===== src/rtl/rrs_pkg.sv =====
package rrs_pkg;

   typedef enum logic [1:0] {
      CLS_SLOW = 2'd0,
      CLS_MID  = 2'd1,
      CLS_FAST = 2'd2,
      CLS_NONE = 2'd3
   } rate_cls_e;

   typedef enum logic [2:0] {
      RAT_128 = 3'b000,
      RAT_256 = 3'b010,
      RAT_512 = 3'b100
   } ratio_e;

   // Candidate ratio that the automatic mode derives from a rate band.
   function automatic ratio_e ratio_for_class(input rate_cls_e cls);
      case (cls)
         CLS_SLOW: return RAT_512;
         CLS_MID:  return RAT_256;
         default:  return RAT_128;
      endcase
   endfunction

   // Sparse manual code: only three patterns are meaningful.
   function automatic ratio_e ratio_from_code(input logic [2:0] code);
      case (code)
         3'b010:  return RAT_256;
         3'b100:  return RAT_512;
         default: return RAT_128;
      endcase
   endfunction

endpackage


===== src/rtl/rrs_edge_sync.sv =====
module rrs_edge_sync #(
   parameter int STAGES = 2
) (
   input  logic clk_i,
   input  logic rst_ni,
   input  logic async_i,
   output logic rise_o
);

   logic [STAGES-1:0] chain_q;
   logic              prev_q;

   always_ff @(posedge clk_i or negedge rst_ni) begin
      if (!rst_ni) begin
         chain_q <= '0;
         prev_q  <= 1'b0;
      end else begin
         chain_q <= {chain_q[STAGES-2:0], async_i};
         prev_q  <= chain_q[STAGES-1];
      end
   end

   assign rise_o = chain_q[STAGES-1] & ~prev_q;

endmodule


===== src/rtl/rrs_period_meter.sv =====
module rrs_period_meter #(
   parameter int NPER    = 8,
   parameter int CNT_W   = 16,
   parameter int TMO_CYC = 4096
) (
   input  logic             clk_i,
   input  logic             rst_ni,
   input  logic             rise_i,
   output logic [CNT_W-1:0] meas_o,
   output logic             meas_stb_o,
   output logic             tmo_o,
   output logic             nosig_o
);

   localparam int IDX_W = $clog2(NPER);
   localparam int TMO_W = $clog2(TMO_CYC);
   localparam logic [IDX_W-1:0] IDX_LAST = IDX_W'(NPER - 1);
   localparam logic [TMO_W-1:0] TMO_LAST = TMO_W'(TMO_CYC - 1);
   localparam logic [CNT_W-1:0] CNT_MAX  = '1;

   logic             armed_q;
   logic [IDX_W-1:0] idx_q;
   logic [CNT_W-1:0] win_q;
   logic [TMO_W-1:0] idle_q;
   logic [CNT_W-1:0] meas_q;
   logic             stb_q;
   logic             nosig_q;
   logic [CNT_W-1:0] win_inc;

   assign win_inc = (win_q == CNT_MAX) ? win_q : win_q + CNT_W'(1);

   // Silence is declared in the same cycle the idle counter reaches its
   // limit, so the class register and the silence flag move together.
   assign tmo_o = !nosig_q && !rise_i && (idle_q == TMO_LAST);

   always_ff @(posedge clk_i or negedge rst_ni) begin
      if (!rst_ni) begin
         armed_q <= 1'b0;
         idx_q   <= '0;
         win_q   <= '0;
         idle_q  <= '0;
         meas_q  <= '0;
         stb_q   <= 1'b0;
         nosig_q <= 1'b1;
      end else begin
         stb_q <= 1'b0;
         if (rise_i) begin
            idle_q  <= '0;
            nosig_q <= 1'b0;
            if (!armed_q) begin
               armed_q <= 1'b1;
               idx_q   <= '0;
               win_q   <= '0;
            end else if (idx_q == IDX_LAST) begin
               meas_q <= win_inc;
               stb_q  <= 1'b1;
               idx_q  <= '0;
               win_q  <= '0;
            end else begin
               idx_q <= idx_q + IDX_W'(1);
               win_q <= win_inc;
            end
         end else if (tmo_o) begin
            nosig_q <= 1'b1;
            armed_q <= 1'b0;
            idx_q   <= '0;
            win_q   <= '0;
         end else begin
            if (armed_q) begin
               win_q <= win_inc;
            end
            if (!nosig_q) begin
               idle_q <= idle_q + TMO_W'(1);
            end
         end
      end
   end

   assign meas_o     = meas_q;
   assign meas_stb_o = stb_q;
   assign nosig_o    = nosig_q;

endmodule


===== src/rtl/rrs_rate_classify.sv =====
module rrs_rate_classify
   import rrs_pkg::*;
#(
   parameter int CNT_W = 16,
   parameter int TH_LO = 3641,
   parameter int TH_HI = 1820
) (
   input  logic [CNT_W-1:0] cnt_i,
   output rate_cls_e        cls_o
);

   localparam logic [CNT_W-1:0] LO_C = CNT_W'(TH_LO);
   localparam logic [CNT_W-1:0] HI_C = CNT_W'(TH_HI);

   // A long count means a slow word clock.
   always_comb begin
      if (cnt_i >= LO_C) begin
         cls_o = CLS_SLOW;
      end else if (cnt_i >= HI_C) begin
         cls_o = CLS_MID;
      end else begin
         cls_o = CLS_FAST;
      end
   end

endmodule


===== src/rtl/rrs_ratio_select.sv =====
module rrs_ratio_select
   import rrs_pkg::*;
#(
   parameter int AGREE = 2
) (
   input  logic       clk_i,
   input  logic       rst_ni,
   input  logic       auto_en_i,
   input  logic       lock_i,
   input  logic [2:0] man_code_i,
   input  logic       meas_stb_i,
   input  rate_cls_e  cls_new_i,
   input  rate_cls_e  cls_now_i,
   input  logic       tmo_i,
   input  logic       nosig_i,
   output logic [2:0] ratio_o,
   output logic       chg_o
);

   ratio_e cand;
   ratio_e prev_q;
   ratio_e ratio_q;
   ratio_e ratio_d;
   ratio_e man_sel;
   logic   prev_vld_q;
   logic   adopt;
   logic   chg_q;

   assign cand = ratio_for_class(cls_new_i);

   generate
      if (AGREE == 1) begin : g_direct
         assign adopt = meas_stb_i;
      end else begin : g_two
         assign adopt = meas_stb_i && prev_vld_q && (cand == prev_q);
      end
   endgenerate

   always_comb begin
      man_sel = ratio_from_code(man_code_i);
      if ((man_sel == RAT_512) && (cls_now_i == CLS_FAST)) begin
         man_sel = RAT_256;
      end
      if (auto_en_i) begin
         if (!lock_i || nosig_i) begin
            ratio_d = RAT_128;
         end else if (adopt) begin
            ratio_d = cand;
         end else begin
            ratio_d = ratio_q;
         end
      end else begin
         ratio_d = man_sel;
      end
   end

   always_ff @(posedge clk_i or negedge rst_ni) begin
      if (!rst_ni) begin
         ratio_q    <= RAT_128;
         chg_q      <= 1'b0;
         prev_q     <= RAT_128;
         prev_vld_q <= 1'b0;
      end else begin
         ratio_q <= ratio_d;
         chg_q   <= (ratio_d != ratio_q);
         if (meas_stb_i) begin
            prev_q     <= cand;
            prev_vld_q <= 1'b1;
         end else if (tmo_i) begin
            prev_vld_q <= 1'b0;
         end
      end
   end

   assign ratio_o = ratio_q;
   assign chg_o   = chg_q;

endmodule


===== src/rtl/rate_ratio_sel.sv =====
module rate_ratio_sel
   import rrs_pkg::*;
#(
   parameter int  REF_HZ      = 24576000,
   parameter int  NPER        = 8,
   parameter int  LO_HZ       = 54000,
   parameter int  HI_HZ       = 108000,
   parameter int  MIN_HZ      = 7000,
   parameter int  TMO_CYC     = 4096,
   parameter int  SYNC_STAGES = 2,
   parameter int  AGREE       = 2,
   localparam int CNT_W       = $clog2(NPER * TMO_CYC + 1)
) (
   input  logic             clk_i,
   input  logic             rst_ni,
   input  logic             lrck_i,
   input  logic             pll_lock_i,
   input  logic             auto_en_i,
   input  logic [2:0]       man_code_i,
   output logic [CNT_W-1:0] period_cnt_o,
   output logic [1:0]       rate_class_o,
   output logic [2:0]       ratio_code_o,
   output logic             ratio_chg_o,
   output logic             no_sig_o
);

   localparam longint SPAN  = longint'(NPER) * longint'(REF_HZ);
   localparam int     TH_LO = int'((SPAN + longint'(LO_HZ / 2)) / longint'(LO_HZ));
   localparam int     TH_HI = int'((SPAN + longint'(HI_HZ / 2)) / longint'(HI_HZ));
   localparam int     SLOWEST_PER = REF_HZ / MIN_HZ;

   generate
      if (NPER < 2) begin : g_bad_nper
         $error("NPER must be at least 2");
      end
      if (SYNC_STAGES < 2) begin : g_bad_sync
         $error("SYNC_STAGES must be at least 2");
      end
      if ((AGREE != 1) && (AGREE != 2)) begin : g_bad_agree
         $error("AGREE must be 1 or 2");
      end
      if (TH_HI >= TH_LO) begin : g_bad_th
         $error("upper rate threshold must lie above the lower one");
      end
      if (SLOWEST_PER >= TMO_CYC) begin : g_bad_tmo
         $error("silence timeout shorter than the slowest word-clock period");
      end
   endgenerate

   logic             rise;
   logic [CNT_W-1:0] meas;
   logic             meas_stb;
   logic             tmo;
   logic             nosig;
   rate_cls_e        cls_new;
   rate_cls_e        cls_now;
   rate_cls_e        cls_q;

   rrs_edge_sync #(
      .STAGES (SYNC_STAGES)
   ) u_sync (
      .clk_i   (clk_i),
      .rst_ni  (rst_ni),
      .async_i (lrck_i),
      .rise_o  (rise)
   );

   rrs_period_meter #(
      .NPER    (NPER),
      .CNT_W   (CNT_W),
      .TMO_CYC (TMO_CYC)
   ) u_meter (
      .clk_i      (clk_i),
      .rst_ni     (rst_ni),
      .rise_i     (rise),
      .meas_o     (meas),
      .meas_stb_o (meas_stb),
      .tmo_o      (tmo),
      .nosig_o    (nosig)
   );

   rrs_rate_classify #(
      .CNT_W (CNT_W),
      .TH_LO (TH_LO),
      .TH_HI (TH_HI)
   ) u_cls (
      .cnt_i (meas),
      .cls_o (cls_new)
   );

   // Band currently in force: a fresh measurement or a silence overrides
   // the stored value in the cycle it happens.
   always_comb begin
      if (meas_stb) begin
         cls_now = cls_new;
      end else if (tmo) begin
         cls_now = CLS_NONE;
      end else begin
         cls_now = cls_q;
      end
   end

   always_ff @(posedge clk_i or negedge rst_ni) begin
      if (!rst_ni) begin
         cls_q <= CLS_NONE;
      end else begin
         cls_q <= cls_now;
      end
   end

   rrs_ratio_select #(
      .AGREE (AGREE)
   ) u_sel (
      .clk_i      (clk_i),
      .rst_ni     (rst_ni),
      .auto_en_i  (auto_en_i),
      .lock_i     (pll_lock_i),
      .man_code_i (man_code_i),
      .meas_stb_i (meas_stb),
      .cls_new_i  (cls_new),
      .cls_now_i  (cls_now),
      .tmo_i      (tmo),
      .nosig_i    (nosig),
      .ratio_o    (ratio_code_o),
      .chg_o      (ratio_chg_o)
   );

   assign period_cnt_o = meas;
   assign rate_class_o = cls_q;
   assign no_sig_o     = nosig;

endmodule


===== config.mk =====
export PLATFORM = sky130hd
export DESIGN_NAME = rate_ratio_sel
export DESIGN_NICKNAME = d
export VERILOG_FILES = /design/src/rtl/rrs_pkg.sv /design/src/rtl/rrs_edge_sync.sv /design/src/rtl/rrs_period_meter.sv /design/src/rtl/rrs_rate_classify.sv /design/src/rtl/rrs_ratio_select.sv /design/src/rtl/rate_ratio_sel.sv
export SDC_FILE = /design/constraint.sdc
export NUM_CORES = 1
export LEC_CHECK = 0
export ABC_AREA = 1
export BUFFER_PORTS_ARGS = -buffer_cell sky130_fd_sc_hd__buf_2
export CORE_MARGIN = 2
export CORE_UTILIZATION = 40
export DETAILED_ROUTE_END_ITERATION = 16
export GPL_ROUTABILITY_DRIVEN = 0
export PLACE_DENSITY_LB_ADDON = 0.12
export SKIP_LAST_GASP = 1
export SYNTH_ARGS = -nofsm -noshare
export SYNTH_HDL_FRONTEND = slang
export SYNTH_HIERARCHICAL = 1
export SYNTH_SLANG_ARGS = --single-unit

===== constraint.sdc =====
create_clock -name clk_i -period 1.9 [get_ports clk_i]
set_input_delay 0.38 -clock clk_i [delete_from_list [all_inputs] [get_ports clk_i]]
set_output_delay 0.38 -clock clk_i [all_outputs]
set_load 0.05 [all_outputs]

Word-level counts from Yosys, hierarchy flattened
Cells that the tools add are included.
- input bits: 8
- output and inout port bits: 23
- bits in registers: 63
- add/sub/neg operators: 3
- magnitude comparators: 2
- muxes and demuxes: 31
- reductions and logical operators: 15
- bitwise gates (word level): 2
- equal/unequal tests: 12
- operators with widths (kind ; count):
    two-way mux 16 bit ; 6
    two-way mux 12 bit ; 3
    two-way mux 3 bit ; 8
    adder 16 x 1 -> 16 bit (second input constant) ; 1
    == test 16 bit (second input constant) ; 1
    >= comparator 16 x 11 -> 1 bit (second input constant) ; 1
    >= comparator 16 x 12 -> 1 bit (second input constant) ; 1
    adder 12 x 1 -> 12 bit (second input constant) ; 1
    == test 12 bit (second input constant) ; 1
    one-hot mux 3 bit (2 select lines) ; 2
    == test 3 bit (second input constant) ; 3
    two-way mux 1 bit ; 8
    two-way mux 2 bit ; 4
    logical AND 1 bit ; 5
    inequality test 2 x 1 -> 1 bit (second input constant) ; 2
    nonzero test 2 bit ; 2
    adder 3 x 1 -> 3 bit (second input constant) ; 1
    == test 3 x 2 -> 1 bit (second input constant) ; 1
    == test 3 bit ; 1
    zero test 1 bit ; 3
    inequality test 3 bit ; 1
    AND reduction 3 bit ; 1
    nonzero test 3 bit ; 1
    == test 2 x 1 -> 1 bit (second input constant) ; 1
    6 further kinds ; 6

Longest topological paths before layout
- word-level depth: 12
- gate-level depth with buffers: 18
- gate-level depth less buffers: 18

Hierarchy
The synthesis kept the hierarchy.
- by module, submodules not included (module ; cells an instance ; instances ; sequential area each (µm²) ; area each (µm²)):
    rrs_period_meter ; 387 ; 1 ; 1252.5 ; 2879.0
    rrs_ratio_select ; 60 ; 1 ; 175.2 ; 436.7
    rrs_rate_classify ; 30 ; 1 ; 0.0 ; 131.4
    rrs_edge_sync ; 5 ; 1 ; 75.1 ; 85.1
    rate_ratio_sel ; 9 ; 1 ; 52.6 ; 81.3

Worst setup path after synthesis
Ideal clock, no wire load.
- path kind: register to register
- start: register u_meter.nosig_q, in the netlist u_meter/nosig_o
- end: register u_sel.chg_q, in the netlist u_sel/chg_o
- setup slack: -0.082 ns
- cell stages (with the launch flop): 16
- data arrival time: 1.857 ns
- required time: 1.775 ns
- cells stage by stage: dfstp_2 > inv_1 > nand3_2 > nor2_2 > nand2_4 > inv_1 > o21ai_0 > nand2_1 > inv_1 > nand3_1 > o31ai_1 > nand2_2 > nand2_2 > nand2_1 > nand2_1 > nand3_2
- longest elaborated chain between the ends: 10
- elaborated cells between the ends (all ways): 12
- RTL lines (item ; RTL line ; RTL):
    from (decl) ; rrs_period_meter.sv:27 ; logic nosig_q;
    from (signal assigned) ; rrs_period_meter.sv:44 ; nosig_q <= 1'b1;
    from (signal assigned) ; rrs_period_meter.sv:49 ; nosig_q <= 1'b0;
    from (signal assigned) ; rrs_period_meter.sv:64 ; nosig_q <= 1'b1;
    zero test 1 bit ; rrs_period_meter.sv:34 ; assign tmo_o = !nosig_q && !rise_i && (idle_q == TMO_LAST);
    logical AND 1 bit (2 in series) ; rrs_period_meter.sv:34 ;
    via tmo ; rate_ratio_sel.sv:53 ; logic tmo;
    two-way mux 2 bit ; rate_ratio_sel.sv:96 ; end else if (tmo) begin
    two-way mux 2 bit ; rate_ratio_sel.sv:94 ; if (meas_stb) begin
    via cls_now[0] ; rate_ratio_sel.sv:56 ; rate_cls_e cls_now;
    == test 2 bit ; rrs_ratio_select.sv:41 ; if ((man_sel == RAT_512) && (cls_now_i == CLS_FAST)) begin
    logical AND 1 bit ; rrs_ratio_select.sv:41 ;
    two-way mux 3 bit ; rrs_ratio_select.sv:41 ;
    two-way mux 3 bit ; rrs_ratio_select.sv:44 ; if (auto_en_i) begin
    via u_sel.ratio_d[1] ; rrs_ratio_select.sv:23 ; ratio_e ratio_d;
    inequality test 3 bit ; rrs_ratio_select.sv:65 ; chg_q <= (ratio_d != ratio_q);
    to (signal assigned) ; rrs_ratio_select.sv:65 ;
    to (decl) ; rrs_ratio_select.sv:27 ; logic chg_q;
The timed path passes the listed nets, and every way through them passes these cells.
A chain may end at the register's enable or synchronous reset.

Worst setup path in the final report
- start: register u_meter.idle_q[1]
- end: register u_sel.chg_q, in the netlist u_sel/chg_o
- longest elaborated chain between the ends: 9
- RTL lines (item ; RTL line ; RTL):
    from (decl) ; rrs_period_meter.sv:24 ; logic [TMO_W-1:0] idle_q;
    from (signal assigned) ; rrs_period_meter.sv:73 ; idle_q <= idle_q + TMO_W'(1);
    == test 12 bit ; rrs_period_meter.sv:34 ;
    logical AND 1 bit ; rrs_period_meter.sv:34 ;
    via tmo ; rate_ratio_sel.sv:53 ;
    two-way mux 2 bit ; rate_ratio_sel.sv:96 ;
    two-way mux 2 bit ; rate_ratio_sel.sv:94 ;
    via cls_now[1] ; rate_ratio_sel.sv:56 ;
    == test 2 bit ; rrs_ratio_select.sv:41 ;
    logical AND 1 bit ; rrs_ratio_select.sv:41 ;
    two-way mux 3 bit ; rrs_ratio_select.sv:41 ;
    two-way mux 3 bit ; rrs_ratio_select.sv:44 ;
    via u_sel.ratio_d[1] ; rrs_ratio_select.sv:23 ;
    inequality test 3 bit ; rrs_ratio_select.sv:65 ;
The timed path passes the listed nets, and every way through them passes these cells.

==> impl_summary.log <==
[metrics] run status: complete, but fails checks
[metrics] violations in the final reports: setup timing
[metrics] worst-case hold path end point: u_sync/chain_q[0]
[metrics] launch instance of the worst register-to-register path: u_meter/idle_q[1]
[metrics] number of enable-type register cells in the synthesized netlist: 0
[metrics] worst path required time: about 2100 ps
[metrics] critical path launch point type: flip-flop
[metrics] final-report max-slew violation count: 0
[metrics] via count: ~3100
[metrics] Unique masters post-synth: 34
[metrics] Synthesized Nets: 503
[metrics] leading cell type in the layout, fill and taps excluded: sky130_fd_sc_hd__nand2_1
[metrics] violation count after the first detailed-route iteration: 161
[metrics] Area growth syn-to-layout: 17.8%
[metrics] synthesized area per cell: 7.36 µm²
[metrics] root cell of the clock tree: sky130_fd_sc_hd__clkbuf_8
[metrics] Min-Delay Path Depth: 1
[metrics] number of standard cells in the layout, taps in and fillers out: 656
[metrics] total power per unit cell area: between 700 and 800 mW/mm²
[metrics] Total Wirelength: 8.28 mm
[metrics] number of core rows: 34
[metrics] clock slew seen by the registers of the worst setup and hold paths: 80 ps
[metrics] total of endpoints with negative setup slack in the final report: 1
[metrics] total non-filler cell area in the finished layout: between 0.004 and 0.005 mm²
[metrics] Initial Util: about two fifths
[metrics] power share of the clock group: between 30% and 40%
[metrics] Post-Synthesis Cell Area: approximately 0.0036 mm²
[metrics] remaining antenna violation count: 0
[metrics] worst slew margin relative to its limit: 72.7%
[metrics] CTS Sinks: 62
[metrics] switching power: between 900 and 1000 µW
[metrics] met3 layer usage reported by global route: under 10%
[metrics] top cells by area in the synthesized netlist: sky130_fd_sc_hd__dfrtp_1, sky130_fd_sc_hd__nand2_1, sky130_fd_sc_hd__nand3_1, sky130_fd_sc_hd__inv_1, sky130_fd_sc_hd__nand3_2
[metrics] number of H-tree branching levels: 3
[metrics] capturing element type of the critical path: flip-flop
[metrics] Worst Path Class, Setup: flip-flop to flip-flop
[metrics] met2 Use GR: between 20% and 30%
[metrics] core outline area: slightly below 0.009 mm²
[metrics] Top-Level Pins: 31
[metrics] worst-case register-to-register setup slack: -8 ps
[metrics] met1 Track Usage GR: between 20% and 30%
[metrics] number of remaining DRC errors: 0
[metrics] floorplan die height: approximately 99 µm
[metrics] cell taking the most area after synthesis: sky130_fd_sc_hd__dfrtp_1
[metrics] CTS tree: yes
[metrics] smallest setup slack after layout: -7.72 ps
[metrics] dpl cell area: approximately 0.0040 mm²
[metrics] number of buffers inserted during clock tree synthesis: 9
[metrics] Yosys top cell area share: roughly two fifths
[metrics] antenna violations before repair: 0
[metrics] register area share after synthesis: about 43%
[metrics] number of maximum-capacitance violations: 0
[metrics] largest net degree at the start of global routing: 25
[metrics] share of flip-flops with an asynchronous set or reset after synthesis: 100%
[metrics] number of storage elements in the synthesis netlist: between 60 and 70
[metrics] routed via count divided by cell count: around 4.8
[metrics] origin of the worst min-delay path: lrck_i
[metrics] final worst path period need: approximately 1900 ps
[metrics] path class of the lowest-slack min-delay path: input port to flip-flop
[metrics] highest clock rate: 0.524 GHz
[metrics] placed instance count: ~640
[metrics] combinational fraction of design power: between 10 and 15%
[metrics] # port buffers: 30
[metrics] Synthesis Warnings: 6
[metrics] RSZ-0062 raised after global routing: true
[metrics] clock skew after layout: 9.38 ps
[metrics] Max FO, Critical Path: 3
[metrics] Detailed Routing Iterations Pass 1: 4
[metrics] Overall Global Routing Usage: a little under a fifth
[metrics] arrival time at the worst endpoint: between 2000 and 2500 ps
[metrics] Pleak: between 0.002 and 0.0025 µW
[metrics] crit share post-route: 100%
[metrics] Sequential Power Share: a little under half
[metrics] Max Buffers Root-to-Sink: 2
[metrics] VDD IR max: approximately 0.44 mV
[metrics] Least-Margin Pin Slew: ~410 ps
[metrics] Worst Hold Margin: around 150 ps
[metrics] Main synth FF type: sky130_fd_sc_hd__dfrtp_1
[metrics] clock insertion delay at the later pin of the skew report: approximately 340 ps
[metrics] most frequent cells in the layout: sky130_fd_sc_hd__nand2_1, sky130_fd_sc_hd__inv_1, sky130_fd_sc_hd__dfrtp_1
[metrics] ratio of cells with drive above 1 in the final layout: about 26%
[metrics] switching power share of the total: 29.2%
[metrics] Hold Fails Final Rpt: 0
[metrics] number of instances in the synthesized netlist: between 400 and 500
[metrics] Routed WL per cell: ~13 µm
[metrics] Detailed Place HPWL: slightly above 6 mm
[metrics] Reg2Reg Depth: 14
[metrics] Die Outline Area: between 0.009 and 0.01 mm²
[metrics] global route total overflow: 0
[metrics] endpoint of the worst register-to-register path: u_sel/chg_o
[metrics] antenna cells: 0
[metrics] via count of the first global-routing pass: roughly 3000
[metrics] total internal power: around 2300 µW
[metrics] global-route wire length before repair: between 10 and 15 mm
[metrics] net total in the final layout: approximately 560
[metrics] Die Wd: between 90 and 100 µm
[metrics] global route hottest layer: met2
-- registers in the layout, summed over array words and instances, names as in the netlist, 2 cells and up --
signal,count
u_meter/win_q,16
u_sel/prev_q,2
u_meter/meas_o,16
u_meter/idle_q,12
u_sel/ratio_o,3
u_meter/idx_q,3
rate_class_o,2
u_sync/chain_q,2
-- cells in the mapped netlist (all sizes together) (2+ instances only) --
cell type    n
buf          7
nand3b       2
inv         57
nand2      213
a21oi        2
or2          7
dfstp        3
o21ai       18
nor3         2
xnor2        2
nand3       52
dfrtp       59
o21bai       2
ha           4
nand4       11
nor2        46
-- how the worst max path moves through the flow --
stage	start	end	slack (ps)	cells past startpoint
after floorplan	u_meter/nosig_o	u_sel/chg_o	3	15
after global placement	u_meter/idle_q[1]	u_sel/chg_o	8	15
after detailed placement	u_meter/idle_q[1]	u_sel/chg_o	-70	15
after CTS	u_meter/meas_o[15]	u_sel/chg_o	1	16
after global routing	u_meter/meas_o[7]	u_sel/chg_o	-150	15
final	u_meter/idle_q[1]	u_sel/chg_o	-8	14
-- area by class of cell --
cell class | count | area [µm²]
Timing Repair Buffer | 48 | 300
Tap cell | 108 | 135
Inverter | 57 | 216
Clock buffer | 9 | 124
Clock inverter | 7 | 97.6
Multi-Input combinational cell | 365 | 1810
Fill cell | 866 | 4460
Sequential cell | 62 | 1570
-- critical path, cell delays in order (launching register included) --
cell and delay (ps):
sky130_fd_sc_hd__dfrtp_1 390, sky130_fd_sc_hd__ha_2 220, sky130_fd_sc_hd__nand3_2 130, sky130_fd_sc_hd__nor2_4 170
sky130_fd_sc_hd__nand2_4 60, sky130_fd_sc_hd__inv_2 60, sky130_fd_sc_hd__o21ai_0 70, sky130_fd_sc_hd__nand2_1 90
sky130_fd_sc_hd__nand3_1 140, sky130_fd_sc_hd__o31ai_2 100, sky130_fd_sc_hd__nand2_2 100, sky130_fd_sc_hd__nand2_2 80
sky130_fd_sc_hd__nand2_1 40, sky130_fd_sc_hd__nand2_1 70, sky130_fd_sc_hd__nand3_2 70
-- through the flow --
stage	setup TNS (ps)	util (%)	setup WS, ps	total power, µW
global route	-155	48.8	-155	3500
global placement	0	45.5	8.06	2010
CTS	0	48.4	1.24	3350
detailed placement	-68.4	45.5	-68.4	2020
finish	-7.72	48.8	-7.72	3300
floorplan	0	-	2.95	1860
-- metal layers --
layer / up-vias / wire length, µm
met5: - / 0
met4: 0 / 88
met3: 7 / 249
met2: 44 / 3740
met1: 1435 / 4200
li1: 1636 / -
-- power by group through the flow --
stage / logic [µW] / registers, µW / clock network [µW]
detailed placement: 483 / 1540 / 0
CTS: 488 / 1520 / 1340
global placement: 477 / 1540 / 0
global route: 558 / 1540 / 1410
finish: 487 / 1520 / 1290
floorplan: 302 / 1560 / 0
-- timing repair --
item                       CTS  global route
resized for setup            3             4
setup endpoints to repair    1            17
hold endpoints to repair     9             0
setup buffers                1             3
hold buffers                 1             0
pin swaps                    0             2
-- logic make-up (layout without fill, tap and decap cells) --
family,Yosys count,count (layout),synth area share [%]
XOR/XNOR,3,3,0.727
AO/OA/AOI/OAI,24,24,3.71
buffers and inverters,64,121,7.62
adder cells (fa/ha/maj),4,4,1.39
flip-flops,62,62,43.0
AND/OR/NAND/NOR,334,334,43.5
No activity file was read; power rests on OpenSTA's default activity.
